<file path="config.mk">
export PLATFORM = sky130hd
export DESIGN_NAME = txring_walker
export DESIGN_NICKNAME = d
export VERILOG_FILES = /design/src/rtl/txw_pkg.sv /design/src/rtl/txw_ring_ptr.sv /design/src/rtl/txw_len_calc.sv /design/src/rtl/txw_ctrl.sv /design/src/rtl/txring_walker.sv
export SDC_FILE = /design/constraint.sdc
export NUM_CORES = 1
export LEC_CHECK = 0
export ABC_AREA = 1
export CAP_MARGIN = 20
export CORE_MARGIN = 2
export CORE_UTILIZATION = 55
export DETAILED_ROUTE_END_ITERATION = 10
export PLACE_DENSITY_LB_ADDON = 0.12
export SYNTH_ARGS = -nofsm -noshare
export SYNTH_HDL_FRONTEND = slang
export SYNTH_HIERARCHICAL = 1
export SYNTH_SLANG_ARGS = --single-unit
</file>
<file path="constraint.sdc">
create_clock -name clk_i -period 6 [get_ports clk_i]
set_input_delay 1.5 -clock clk_i [delete_from_list [all_inputs] [get_ports clk_i]]
set_output_delay 1.5 -clock clk_i [all_outputs]
set_load 0.02 [all_outputs]
</file>
<file path="src/rtl/txw_pkg.sv">
package txw_pkg;
  localparam int OWN_BIT  = 31;
  localparam int FCS_BIT  = 29;
  localparam int STP_BIT  = 25;
  localparam int ENP_BIT  = 24;
  localparam int LEN_W    = 12;
  localparam logic [1:0] LAY_STD  = 2'd2;
  localparam logic [1:0] LAY_SWAP = 2'd3;

  typedef enum logic [2:0] {
    ST_IDLE, ST_RD_CTL, ST_RD_BUF, ST_MOVE, ST_WB_MID, ST_ADV, ST_WB_FIRST
  } txw_state_e;
endpackage

</file>
<file path="src/rtl/txw_ring_ptr.sv">
module txw_ring_ptr #(
  parameter int POS_W = 9
) (
  input  logic             clk_i,
  input  logic             rst_ni,
  input  logic             clear_i,
  input  logic             adv_i,
  input  logic [POS_W:0]   ring_len_i,
  output logic [POS_W-1:0] pos_o
);
  logic [POS_W:0] inc;
  assign inc = {1'b0, pos_o} + 1'b1;

  always_ff @(posedge clk_i or negedge rst_ni) begin
    if (!rst_ni)       pos_o <= '0;
    else if (clear_i)  pos_o <= '0;
    else if (adv_i)    pos_o <= (inc >= ring_len_i) ? '0 : inc[POS_W-1:0];
  end

  assert_pos_step_R8: assert property (@(posedge clk_i) disable iff (!rst_ni)
    (adv_i && !clear_i) |=> (pos_o == '0 || pos_o == $past(pos_o) + 1'b1));
endmodule

</file>
<file path="src/rtl/txw_len_calc.sv">
module txw_len_calc #(
  parameter int LEN_W     = 12,
  parameter int TOT_W     = 12,
  parameter int MAX_FRAME = 2048
) (
  input  logic [LEN_W-1:0] field_i,
  input  logic [TOT_W-1:0] total_i,
  output logic [LEN_W-1:0] count_o
);
  localparam int CW = ((LEN_W > TOT_W) ? LEN_W : TOT_W) + 1;

  logic [LEN_W-1:0] raw;
  logic [CW-1:0]    raw_e, room_e;

  always_comb begin
    raw     = LEN_W'(~field_i + 1'b1);
    raw_e   = CW'(raw);
    room_e  = CW'(MAX_FRAME) - CW'(total_i);
    count_o = (raw_e > room_e) ? LEN_W'(room_e) : raw;
  end
endmodule

</file>
<file path="src/rtl/txw_ctrl.sv">
module txw_ctrl
  import txw_pkg::*;
#(
  parameter int ADDR_W      = 32,
  parameter int POS_W       = 9,
  parameter int TOT_W       = 12,
  parameter int MAX_FRAME   = 2048,
  parameter int MAX_FRAMES  = 16,
  parameter int POLL_CYCLES = 4096
) (
  input  logic              clk_i,
  input  logic              rst_ni,
  input  logic              run_i,
  input  logic              demand_i,
  input  logic [ADDR_W-1:0] base_i,
  input  logic [1:0]        layout_i,
  input  logic [POS_W-1:0]  pos_i,
  output logic              adv_o,
  input  logic [LEN_W-1:0]  count_i,
  output logic [LEN_W-1:0]  field_o,
  output logic [TOT_W-1:0]  total_o,
  output logic              mem_req_o,
  output logic              mem_we_o,
  output logic [ADDR_W-3:0] mem_addr_o,
  output logic [31:0]       mem_wdata_o,
  input  logic              mem_ack_i,
  input  logic [31:0]       mem_rdata_i,
  output logic              dm_req_o,
  output logic [31:0]       dm_addr_o,
  output logic [LEN_W-1:0]  dm_len_o,
  input  logic              dm_ack_i,
  output logic              frame_done_o,
  output logic              underflow_o
);
  localparam int WA_W = ADDR_W - 2;
  localparam int FR_W = $clog2(MAX_FRAMES + 1);

  txw_state_e       state_q;
  logic [31:0]      ctl_q, first_ctl_q;
  logic [POS_W-1:0] first_pos_q, pos_sel;
  logic             first_q, pend_q, poll_tick;
  logic [1:0]       lay_q;
  logic [FR_W-1:0]  frames_q;
  logic [TOT_W-1:0] total_q;
  logic [WA_W-1:0]  word_off;
  logic             start_ok;

  // poll timer, variant picked by parameter
  generate
    if (POLL_CYCLES > 0) begin : g_poll
      localparam int PW = (POLL_CYCLES > 1) ? $clog2(POLL_CYCLES) : 1;
      logic [PW-1:0] poll_q;
      assign poll_tick = run_i && (poll_q == PW'(POLL_CYCLES - 1));
      always_ff @(posedge clk_i or negedge rst_ni) begin
        if (!rst_ni)        poll_q <= '0;
        else if (!run_i)    poll_q <= '0;
        else if (poll_tick) poll_q <= '0;
        else                poll_q <= poll_q + 1'b1;
      end
    end else begin : g_nopoll
      assign poll_tick = 1'b0;
    end
  endgenerate

  assign start_ok = pend_q && run_i && (base_i != '0) &&
                    (layout_i == LAY_STD || layout_i == LAY_SWAP);

  always_ff @(posedge clk_i or negedge rst_ni) begin
    if (!rst_ni)                pend_q <= 1'b0;
    else if (state_q == ST_IDLE) pend_q <= demand_i || poll_tick;
    else                        pend_q <= pend_q || demand_i || poll_tick;
  end

  always_ff @(posedge clk_i or negedge rst_ni) begin
    if (!rst_ni) begin
      state_q      <= ST_IDLE;
      ctl_q        <= '0;
      first_ctl_q  <= '0;
      first_pos_q  <= '0;
      first_q      <= 1'b0;
      lay_q        <= LAY_STD;
      frames_q     <= '0;
      total_q      <= '0;
      dm_addr_o    <= '0;
      dm_len_o     <= '0;
      frame_done_o <= 1'b0;
      underflow_o  <= 1'b0;
    end else begin
      frame_done_o <= 1'b0;
      underflow_o  <= 1'b0;
      if (!run_i) begin
        state_q <= ST_IDLE;
      end else begin
        unique case (state_q)
          ST_IDLE: if (start_ok) begin
            lay_q    <= layout_i;
            frames_q <= '0;
            total_q  <= '0;
            first_q  <= 1'b1;
            state_q  <= ST_RD_CTL;
          end
          ST_RD_CTL: if (mem_ack_i) begin
            ctl_q <= mem_rdata_i;
            if (!mem_rdata_i[OWN_BIT]) begin
              underflow_o <= !first_q;
              state_q     <= ST_IDLE;
            end else begin
              if (first_q) begin
                first_ctl_q <= mem_rdata_i;
                first_pos_q <= pos_i;
              end
              state_q <= ST_RD_BUF;
            end
          end
          ST_RD_BUF: if (mem_ack_i) begin
            dm_addr_o <= mem_rdata_i;
            dm_len_o  <= count_i;
            if (count_i != '0)          state_q <= ST_MOVE;
            else if (!ctl_q[STP_BIT])   state_q <= ST_WB_MID;
            else                        state_q <= ST_ADV;
          end
          ST_MOVE: if (dm_ack_i) begin
            total_q <= total_q + TOT_W'(dm_len_o);
            state_q <= ctl_q[STP_BIT] ? ST_ADV : ST_WB_MID;
          end
          ST_WB_MID: if (mem_ack_i) state_q <= ST_ADV;
          ST_ADV: begin
            if (ctl_q[ENP_BIT]) state_q <= ST_WB_FIRST;
            else begin
              first_q <= 1'b0;
              state_q <= ST_RD_CTL;
            end
          end
          ST_WB_FIRST: if (mem_ack_i) begin
            frame_done_o <= 1'b1;
            frames_q     <= frames_q + 1'b1;
            total_q      <= '0;
            first_q      <= 1'b1;
            state_q      <= (frames_q + 1'b1 >= FR_W'(MAX_FRAMES)) ? ST_IDLE : ST_RD_CTL;
          end
          default: state_q <= ST_IDLE;
        endcase
      end
    end
  end

  always_comb begin
    pos_sel  = (state_q == ST_WB_FIRST) ? first_pos_q : pos_i;
    word_off = (state_q == ST_RD_BUF) ? ((lay_q == LAY_SWAP) ? WA_W'(2) : WA_W'(0)) : WA_W'(1);
  end

  assign adv_o       = (state_q == ST_ADV);
  assign field_o     = ctl_q[LEN_W-1:0];
  assign total_o     = total_q;
  assign mem_req_o   = (state_q == ST_RD_CTL) || (state_q == ST_RD_BUF) ||
                       (state_q == ST_WB_MID) || (state_q == ST_WB_FIRST);
  assign mem_we_o    = (state_q == ST_WB_MID) || (state_q == ST_WB_FIRST);
  assign mem_addr_o  = base_i[ADDR_W-1:2] + WA_W'({pos_sel, 2'b00}) + word_off;
  assign mem_wdata_o = ((state_q == ST_WB_FIRST) ? first_ctl_q : ctl_q) & ~(32'd1 << OWN_BIT);
  assign dm_req_o    = (state_q == ST_MOVE);

  assert_idle_when_stopped_R1: assert property (@(posedge clk_i) disable iff (!rst_ni)
    !run_i |=> (!mem_req_o && !dm_req_o));
  assert_mem_hold_R4: assert property (@(posedge clk_i) disable iff (!rst_ni)
    (mem_req_o && !mem_ack_i && run_i) |=> (mem_req_o && $stable(mem_addr_o) && $stable(mem_we_o)));
  assert_dm_hold_R4: assert property (@(posedge clk_i) disable iff (!rst_ni)
    (dm_req_o && !dm_ack_i && run_i) |=> (dm_req_o && $stable(dm_addr_o) && $stable(dm_len_o)));
  assert_dm_nonzero_R3: assert property (@(posedge clk_i) disable iff (!rst_ni)
    dm_req_o |-> (dm_len_o != '0));
  assert_pulse_excl_R7: assert property (@(posedge clk_i) disable iff (!rst_ni)
    !(frame_done_o && underflow_o));
  assert_total_cap_R10: assert property (@(posedge clk_i) disable iff (!rst_ni)
    total_q <= TOT_W'(MAX_FRAME));
  assert_frame_cap_R9: assert property (@(posedge clk_i) disable iff (!rst_ni)
    frames_q <= FR_W'(MAX_FRAMES));
endmodule

</file>
<file path="src/rtl/txring_walker.sv">
module txring_walker
  import txw_pkg::*;
#(
  parameter int ADDR_W      = 32,
  parameter int RING_MAX    = 512,
  parameter int MAX_FRAME   = 2048,
  parameter int MAX_FRAMES  = 16,
  parameter int POLL_CYCLES = 4096,
  localparam int POS_W      = $clog2(RING_MAX),
  localparam int TOT_W      = $clog2(MAX_FRAME + 1)
) (
  input  logic              clk_i,
  input  logic              rst_ni,
  input  logic              run_i,
  input  logic              demand_i,
  input  logic [ADDR_W-1:0] ring_base_i,
  input  logic [POS_W:0]    ring_len_i,
  input  logic [1:0]        layout_i,
  output logic              mem_req_o,
  output logic              mem_we_o,
  output logic [ADDR_W-3:0] mem_addr_o,
  output logic [31:0]       mem_wdata_o,
  input  logic              mem_ack_i,
  input  logic [31:0]       mem_rdata_i,
  output logic              dm_req_o,
  output logic [31:0]       dm_addr_o,
  output logic [LEN_W-1:0]  dm_len_o,
  input  logic              dm_ack_i,
  output logic              frame_done_o,
  output logic              underflow_o
);
  logic [POS_W-1:0] pos;
  logic             adv;
  logic [LEN_W-1:0] field, count;
  logic [TOT_W-1:0] total;

  txw_ring_ptr #(.POS_W(POS_W)) u_ptr (
    .clk_i(clk_i), .rst_ni(rst_ni), .clear_i(!run_i), .adv_i(adv),
    .ring_len_i(ring_len_i), .pos_o(pos)
  );

  txw_len_calc #(.LEN_W(LEN_W), .TOT_W(TOT_W), .MAX_FRAME(MAX_FRAME)) u_len (
    .field_i(field), .total_i(total), .count_o(count)
  );

  txw_ctrl #(
    .ADDR_W(ADDR_W), .POS_W(POS_W), .TOT_W(TOT_W), .MAX_FRAME(MAX_FRAME),
    .MAX_FRAMES(MAX_FRAMES), .POLL_CYCLES(POLL_CYCLES)
  ) u_ctrl (
    .clk_i(clk_i), .rst_ni(rst_ni), .run_i(run_i), .demand_i(demand_i),
    .base_i(ring_base_i), .layout_i(layout_i), .pos_i(pos), .adv_o(adv),
    .count_i(count), .field_o(field), .total_o(total),
    .mem_req_o(mem_req_o), .mem_we_o(mem_we_o), .mem_addr_o(mem_addr_o),
    .mem_wdata_o(mem_wdata_o), .mem_ack_i(mem_ack_i), .mem_rdata_i(mem_rdata_i),
    .dm_req_o(dm_req_o), .dm_addr_o(dm_addr_o), .dm_len_o(dm_len_o), .dm_ack_i(dm_ack_i),
    .frame_done_o(frame_done_o), .underflow_o(underflow_o)
  );
endmodule

</file>
; ---- Word level (Yosys, flattened, before mapping)
; Index checks and enable logic that the tools add are counted.
[op_classes]
magnitude_cmp = 3
n_eq_ne = 21
n_addsub = 8
n_mux = 42
bitwise_logic = 1
shift = 0
div = 0
reduce_logical = 27
n_mul = 0
[op_table]
columns = cell, count
row1 = 12-bit 2-to-1 mux, 6
row2 = 9-bit 2-to-1 mux, 4
row3 = 12-bit one-hot mux with 3 select lines, 1
row4 = 32-bit nonzero test, 1
row5 = 31-bit 2-to-1 mux, 1
row6 = 30-bit by 11-bit adder with 30-bit output, 1
row7 = 30-bit adder, 1
row8 = 30-bit 2-to-1 mux, 1
row9 = 3-bit 2-to-1 mux, 9
row10 = 12-bit by 1-bit adder with 12-bit output (second input constant), 2
row11 = 3-bit one-hot mux with 7 select lines, 1
row12 = 5-bit AND reduction, 3
row13 = 12-bit by 13-bit > comparator with 1-bit output, 1
row14 = 1-bit 2-to-1 mux, 13
row15 = 12-bit by 12-bit subtractor with 13-bit output (first input constant), 1
row16 = 12-bit adder, 1
row17 = 12-bit == test (second input constant), 1
row18 = 3-bit inequality test (second input constant), 4
row19 = 12-bit NOT, 1
row20 = 12-bit nonzero test, 1
row21 = 9-bit by 1-bit adder with 10-bit output (second input constant), 1
row22 = 10-bit >= comparator, 1
row23 = 5-bit 2-to-1 mux, 2
row24 = 5-bit one-hot mux with 2 select lines, 1
row25 = 20 further kinds, 43
[totals]
rom_bits = 0
mem_count = 0
wordCells = 117
latchBits = 0
register_bits = 162
out_inout_bits = 111
mem_bits_rw = 0

; ---- Depth between registers and ports, before layout
; Gate-level depths: netlist of run 1.
[logic_depth]
depth_word = 9
depth_mapped = 27

; ---- Modules after synthesis
; Netlist of run 1, hierarchy kept.
[modules_own_cells]
columns = module, cells_each, area_per_inst_um2, n_inst
row1 = txw_ctrl, 1146, 8679.6, 1
row2 = txw_len_calc, 209, 1069.8, 1
row3 = txw_ring_ptr, 119, 798.3, 1
row4 = txring_walker, 1, 3.8, 1

; ---- Worst setup path before layout of run 1
; Ideal clock, no wire load.
[synth_timing]
path_kind = in2out
startpoint = input ring_base_i[2]
endpoint = output mem_addr_o[12]
path_slack_ps = 1477
arrival_time_ps = 3023
required_time_ps = 4500
path_stages = 7
cell_sequence = ha_1 > fa_1 > nand3_1 > nand2_1 > a21oi_1 > o21ai_1 > xor2_1
[synth_via]
elab_chain_len = 2
[synth_lines]
columns = element, line_no
row1 = from (decl), txring_walker.sv:16  ; input logic [ADDR_W-1:0] ring_base_i,
row2 = 30-bit by 11-bit adder with 30-bit output, txw_ctrl.sv:158  ; assign mem_addr_o = base_i[ADDR_W-1:2] + WA_W'({pos_sel, 2'b00}) + word_off;
row3 = 30-bit adder, txw_ctrl.sv:158
row4 = to (decl), txring_walker.sv:21  ; output logic [ADDR_W-3:0] mem_addr_o,
; No other way between the ends.

; ---- Final worst setup path of run 1
[layout_timing]
startpoint = input ring_base_i[4]
endpoint = output mem_addr_o[25]
; The elaborated chain is that of the path after synthesis.

==> results of run 1 <==
[sequential cells by signal, indices dropped and copies added (netlist names), 2 cells and up]
| register | count |
|---|---|
| u_ctrl/frames_q | 5 |
| u_ctrl/dm_len_o | 12 |
| u_ctrl/first_pos_q | 9 |
| u_ctrl/lay_q | 2 |
| u_ctrl/state_q | 3 |
| u_ctrl/total_o | 12 |
| u_ctrl/dm_addr_o | 32 |
| u_ctrl/ctl_q | 31 |
| u_ptr/pos_o | 9 |
| u_ctrl/g_poll.poll_q | 12 |
| u_ctrl/first_ctl_q | 31 |
[path summary, 6_finish.rpt]
kind,end,slack (ps),cells after the start
worst min-delay path,u_ctrl/lay_q[1]$_DFFE_PN1P_,470,2
max in group asynchronous,u_ctrl/ctl_q[14]$_DFFE_PN0P_,3790,2
worst max register to register,u_ctrl/state_q[2]$_DFFE_PN0P_,2240,21
worst min register to register,u_ctrl/lay_q[1]$_DFFE_PN1P_,470,2
min in group asynchronous,u_ctrl/g_poll.poll_q[2]$_DFF_PN0_,1090,1
worst max-delay path,mem_addr_o[25],370,11
[cells by family after synthesis]
| logic type | Yosys count | share of synthesized area [%] |
|---|---|---|
| and+or+nand+nor | 763 | 30.7 |
| buffers and inverters | 247 | 9.88 |
| AOI/OAI and AO/OA | 202 | 10.6 |
| DFF | 162 | 38.4 |
| adders and majority gates | 51 | 6.19 |
| xor gates and xnor gates | 47 | 3.90 |
| muxes | 2 | 0.213 |
| other | 1 | 0.0355 |
[cell type report]
type                       instances  area share, %
multi-input combinational       1066           41.5
clock inverter                    15           1.38
clock buffer                      17           3.23
tap                              234           2.22
sequential                       162           30.8
inverter                         193           5.51
timing repair buffer             200           15.3
[power breakdown]
| part | leakage (uW) | internal, uW | total, uW | switching, uW |
|---|---|---|---|---|
| Combinational | 0.00410 | 805 | 1920 | 1120 |
| Clock | 0.000287 | 564 | 1080 | 514 |
| Sequential | 0.00217 | 1390 | 1600 | 214 |
[worst register-to-register path, cell delays in order, from the launching register on]
cell	delay, ps
dfrtp_1	450
inv_1	120
ha_1	290
nand2_2	140
nor2_4	140
xor2_1	210
inv_1	70
ha_1	290
nand2_1	70
nor2_1	100
nand2_1	60
inv_1	50
nand2_1	40
nand2_1	310
nand2_2	240
nand2_1	110
nand2_1	70
nor4_1	410
nand2_1	160
o21ai_0	180
nand4_1	100
nand2_1	70
[cells in the mapped netlist, types with 2 or more instances]
master    instances
clkbuf_1         23
xnor2_1          13
o21ai_0         129
nor3_2            2
nor4_1            4
nor2_4            4
xor2_1           34
nand3_4           2
nand2_1         494
nor3_1            8
nor2_2            4
buf_6             7
nand4_1          21
fa_1              2
o21ai_1          16
dfrtp_1         161
inv_2            12
buf_4            13
or2_2             7
ha_1             49
o21ai_2          16
mux2_2            2
nand3b_1          8
nor3b_1           2
o21bai_1          4
nand3_1          85
inv_1           179
nand2_4           2
a21oi_1          29
nand2_2           5
buf_2            10
nor2_1          110
[metrics by stage]
stage | utilization [%] | instance area, um^2 | hold WS (ps) | cells | worst slack [ps]
after detailed placement | 66.6 | 12500 | 458 | 1852 | 403
final | 70.1 | 13200 | 474 | 1887 | 374
after floorplan | - | 10600 | 433 | 1475 | 1480
after global routing | 70.1 | 13200 | 503 | 1887 | 201
after global placement | 66.6 | 12500 | 443 | 1852 | 418
after CTS | 69.8 | 13100 | 470 | 1884 | 396
[routing by layer]
layer  vias to the layer above  track usage, %  part of all wire (%)
met3                        25            7.37                   7.2
li1                       4996               -                     -
met1                      4583            37.5                    46
met2                       282            43.4                    45
met5                         -               0                     0
met4                         0            6.20                   1.2
==> impl_metrics.ini, run 1 <==
[status]
status = finished, final reports clean

[worst_hold_path]
min_from = u_ctrl/lay_q[1]$_DFFE_PN1P_
holdCritPathClass = reg -> reg

[clock_network]
hold_buffers = 0
cts_resized = 0
clkTransAtPathRegs_ps = 60
post-cts-setup-buffer-count = 0
clock_latency_ps = 440
numClockSinks = 162
root_buffer = clkbuf_16
cts_tree = built
ctsLongestPathBuffers = 2
cts_buffers = 17
cts_max_level = 4

[logic_synthesis]
synth_area_leaders = dfrtp_1, nand2_1, inv_1
yosysSeqAreaShare_pct = 38.4
synth_edf_count = 0
synth_seq_cells = 162
syn_area_per_cell_um2 = 7.15
postSynth.asyncResetShare_pct = 100
synth_top_area_share_pct = 38.2
yosysTopAreaCell = dfrtp_1
yosys_warnings = 6
synth_nets = 1608
ys.flop_type = dfrtp_1
ys_types = 50
syn_inst = 1475
syn_area_mm2 = 0.0106

[sta]
timing_hold_violations_final = 0
slew_viol_final = 0
timing.fmax_mhz = 178
finalClockSkew_ps = 20.6
slew_headroom_pct = 51.1
finalCriticalPeriod_ps = 5630
fin_crit_sh_pct = 93.8
worstMarginPinSlew_ps = 733
setup-violations-final = 0
fin_setup_tns_ps = 0
rsz0062_at_grt = no

[critical_path]
startpoint = ring_base_i[4]
cp-start-kind = input pin
worst-setup-path-type = in -> out
path_cells = clkdlybuf4s50_1 -> ha_1 -> nand2_1 -> nor3_1 -> nor2_1 -> o21bai_1 -> nand2_1 -> nand2_1 -> nand2_1 -> nand2_1 -> clkdlybuf4s50_1
cp.required_ps = 4500
cp_common_cell = nand2_1
arrival_ps = 4130
endpoint_kind = output port
reg2reg_from = u_ctrl/total_o[0]$_DFFE_PN0P_
path_delay_family = buffers and inverters
timing.critical_path.buf_inv = 2
cp_max_fo = 5
slowest_delay_ps = 600
cpMaxStageDelayCell = clkdlybuf4s50_1

[run]
cap_violations = 0

[cells_and_area]
n_antenna_cell = 0
final_common_cell = nand2_1
drive_gt1_share_pct = 6.47
final_net_count = 1773
n_fill_cell = 1565
seqCellArea_mm2 = 0.00406
final_cell_mix = nand2_1, clkdlybuf4s50_1, inv_1
area_growth_pct = 24.8
multiInputGateArea_mm2 = 0.00547

[grt]
gr-total-overflow = 0
grt_usage_pct = 27.3
grt_pass1_vias = 9326
grt_max_degree = 81
grt_pass1_wl_mm = 44.7
antenna_found_initial = 0

[floorplan]
core_region_area_mm2 = 0.0188
start_util_pct = 56.2
die_area_mm2 = 0.0203
io_pins = 193
dieWidth_um = 143
rows = 50
fp.dieH_um = 143

[pwr]
peakVddDrop_mv = 0.251
power_density_mw_per_mm2 = 349
power.leakage_uw = 0.00655
finalPower_uw = 4600

[detailed_routing]
dr.pass1.iters = 5
totalWireLength_mm = 27.1
first_iter_violations = 601
wl_per_cell_um = 14.4
num_vias = 9886
antenna_left = 0
drc_errors = 0
viasPerCell = 5.24

[placed_design]
port_buffers = 191
place_congestion = 0.921
hpwl_mm = 20.3
Note: power is estimated with default switching activity, not from simulation.
==> run 2, diff against run 1 <==
ABC_AREA = default   (was 1)
==> run 2 against run 1 <==
Core utilization is 2.0 points higher; wire length is 16% lower; first-iteration DRC count is 52% lower; clock power is 12% higher; critical endpoint is now mem_addr_o[19]; largest power group unchanged.
==> impl_metrics.ini, run 2 <==
[worst_hold_path]
holdCritPathClass = reg -> reg
hold_depth = 1

[clock_network]
clock_latency_ps = 420
cts_buffers = 17
cts_tree = built
root_buffer = clkbuf_16
numClockSinks = 162
cts_max_level = 4
clkTransAtPathRegs_ps = 60
ctsLongestPathBuffers = 2

[cells_and_area]
reg_top3 = u_ctrl/dm_addr_o (32), u_ctrl/ctl_q (31), u_ctrl/first_ctl_q (31)
final_net_count = 1209
drive_gt1_share_pct = 21.3
n_antenna_cell = 0
fin_area_mm2 = 0.0125
final_common_cell = clkdlybuf4s50_1
n_fill_cell = 1300
regMostFlops = u_ctrl/dm_addr_o
largest_reg_flops = 32
area_growth_pct = 27.9
final_cell_mix = clkdlybuf4s50_1, dfrtp_1, mux2_2

[sta]
finalCriticalPeriod_ps = 5860
worstMarginPinSlew_ps = 1030
setup-violations-final = 0
timing_hold_violations_final = 0
setup_slack_ps = 136
fin_setup_tns_ps = 0
finalClockSkew_ps = 7.48
slew_viol_final = 0
rsz0062_at_grt = no
slew_headroom_pct = 31.1
timing.fmax_mhz = 171
fin_crit_sh_pct = 97.7

[critical_path]
cp.required_ps = 4500
slowest_delay_ps = 630
cpMaxStageDelayCell = clkdlybuf4s50_1
timing.critical_path.buf_inv = 2
endpoint_kind = output port
worst-setup-path-type = in -> out
path_cells = clkdlybuf4s50_1 -> ha_1 -> a211o_1 -> a211oi_2 -> o21ai_1 -> a31oi_4 -> nand2b_1 -> xnor2_1 -> clkdlybuf4s50_1
worst_r2r_path_depth = 16
cp-start-kind = input pin
path_delay_family = buffers and inverters
worst-path-stages = 9
cp_max_fo = 10
cp_common_cell = clkdlybuf4s50_1
arrival_ps = 4360

[logic_synthesis]
synth_top_area_share_pct = 41.3
postSynth.asyncResetShare_pct = 100
synth_seq_cells = 162
yosysSeqAreaShare_pct = 41.6
synth_edf_count = 0
syn_inst = 894
synth_nets = 1027
yosys_warnings = 6
syn_area_per_cell_um2 = 10.9
ys.flop_type = dfrtp_1
synthTopCellsByCount = dfrtp_1, mux2_2, nand2_1
syn_area_mm2 = 0.00975
yosysTopAreaCell = dfrtp_1
synth_area_leaders = dfrtp_1, mux2_2, ha_1
synth_most_common_cell = dfrtp_1
ys_types = 80

[grt]
antenna_found_initial = 0
grt_usage_pct = 24.9
grt_pass1_wl_mm = 37.0
grt_max_degree = 87
grt_pass1_vias = 7380
gr-total-overflow = 0

[floorplan]
dieWidth_um = 137
die_area_mm2 = 0.0188
io_pins = 193
fp.dieH_um = 137
start_util_pct = 56.4
core_region_area_mm2 = 0.0173
rows = 48

[detailed_routing]
first_iter_violations = 289
num_vias = 7360
drc_errors = 0
totalWireLength_mm = 22.8
antenna_left = 0
wl_per_cell_um = 17.3
viasPerCell = 5.61
dr.pass1.iters = 7

[pwr]
peakVddDrop_mv = 0.407
power.leakage_uw = 0.00557
power_density_mw_per_mm2 = 448

[placed_design]
port_buffers = 191
pre_cts_ws_ps = 47.3
place_congestion = 0.867
hpwl_mm = 16.7
placed_area_mm2 = 0.0118

[run]
cap_violations = 0

[status]
status = finished, final reports clean
run 2: changes by cell type after synthesis, moves of 14 or more:
cell and delta:
nor4_1 +15, o21ai_0 -105, nand3_1 -65, nor2_1 -57
clkbuf_1 -19, xnor2_1 +14, inv_1 -143, mux2_2 +154
nand2_1 -435, o21ai_2 -15
run 2: area by class of cell:
type,count,area [um^2],area share [%]
flip-flops and latches,162,4060,32.5
well taps,225,282,2.26
clock buffers,18,429,3.44
inverters,37,139,1.11
multi-input cells,656,5340,42.8
repair buffers,202,2010,16.1
clock inverters,13,224,1.80
run 2: worst paths after layout:
check / from / endpoint / slack [ps]
max: ring_base_i[3] / mem_addr_o[19] / 140
min: u_ctrl/g_poll.poll_q[0]$_DFF_PN0_ / u_ctrl/g_poll.poll_q[0]$_DFF_PN0_ / 480
min reg2reg: u_ctrl/g_poll.poll_q[0]$_DFF_PN0_ / u_ctrl/g_poll.poll_q[0]$_DFF_PN0_ / 480
max in group asynchronous: rst_ni / u_ctrl/ctl_q[25]$_DFFE_PN0P_ / 3760
max reg2reg: u_ctrl/total_o[4]$_DFFE_PN0P_ / u_ctrl/state_q[0]$_DFFE_PN0P_ / 770
min in group asynchronous: rst_ni / u_ctrl/total_o[1]$_DFFE_PN0P_ / 1130
run 2: repair_timing:
| action | CTS | global route |
|---|---|---|
| gates resized for setup | 0 | 6 |
| buffers inserted | 0 | 0 |
| hold buffers | 0 | 0 |
| endpoints found under the setup margin | 0 | 7 |
run 2: through the flow:
| step | hold WS [ps] | cells | power [uW] | utilization, % |
|---|---|---|---|---|
| 2_1_floorplan | 420 | 894 | 3470 | - |
| 3_3_place_gp | 463 | 1282 | 4320 | 68.3 |
| 3_5_place_dp | 459 | 1282 | 4380 | 68.3 |
| 4_1_cts | 475 | 1313 | 5630 | 72.0 |
| 5_1_grt | 503 | 1313 | 5940 | 72.1 |
| 6_report | 480 | 1313 | 5590 | 72.1 |
run 2: cells by family (layout without fill, tap and decap cells):
family | after synthesis | after routing | share of synthesized area, %
compound gates | 128 | 128 | 9.56
mux | 170 | 170 | 19.5
other cells | 1 | 1 | 0.0384
simple gates | 239 | 239 | 12.8
xor+xnor | 67 | 67 | 6.02
buf+inv | 76 | 270 | 3.85
fa+ha+maj | 51 | 51 | 6.70
flops | 162 | 162 | 41.6
run 2: power breakdown:
part           switching, uW  internal [uW]
logic                   1320           1340
clock network            462            748
registers                269           1440
run 2: metal layers:
metal	GRT usage (%)	wire, um	vias up
met5	0	0	-
met2	41.3	11100	175
li1	-	-	3577
met3	6.59	1160	31
met4	5.61	321	0
met1	32.8	10200	3577
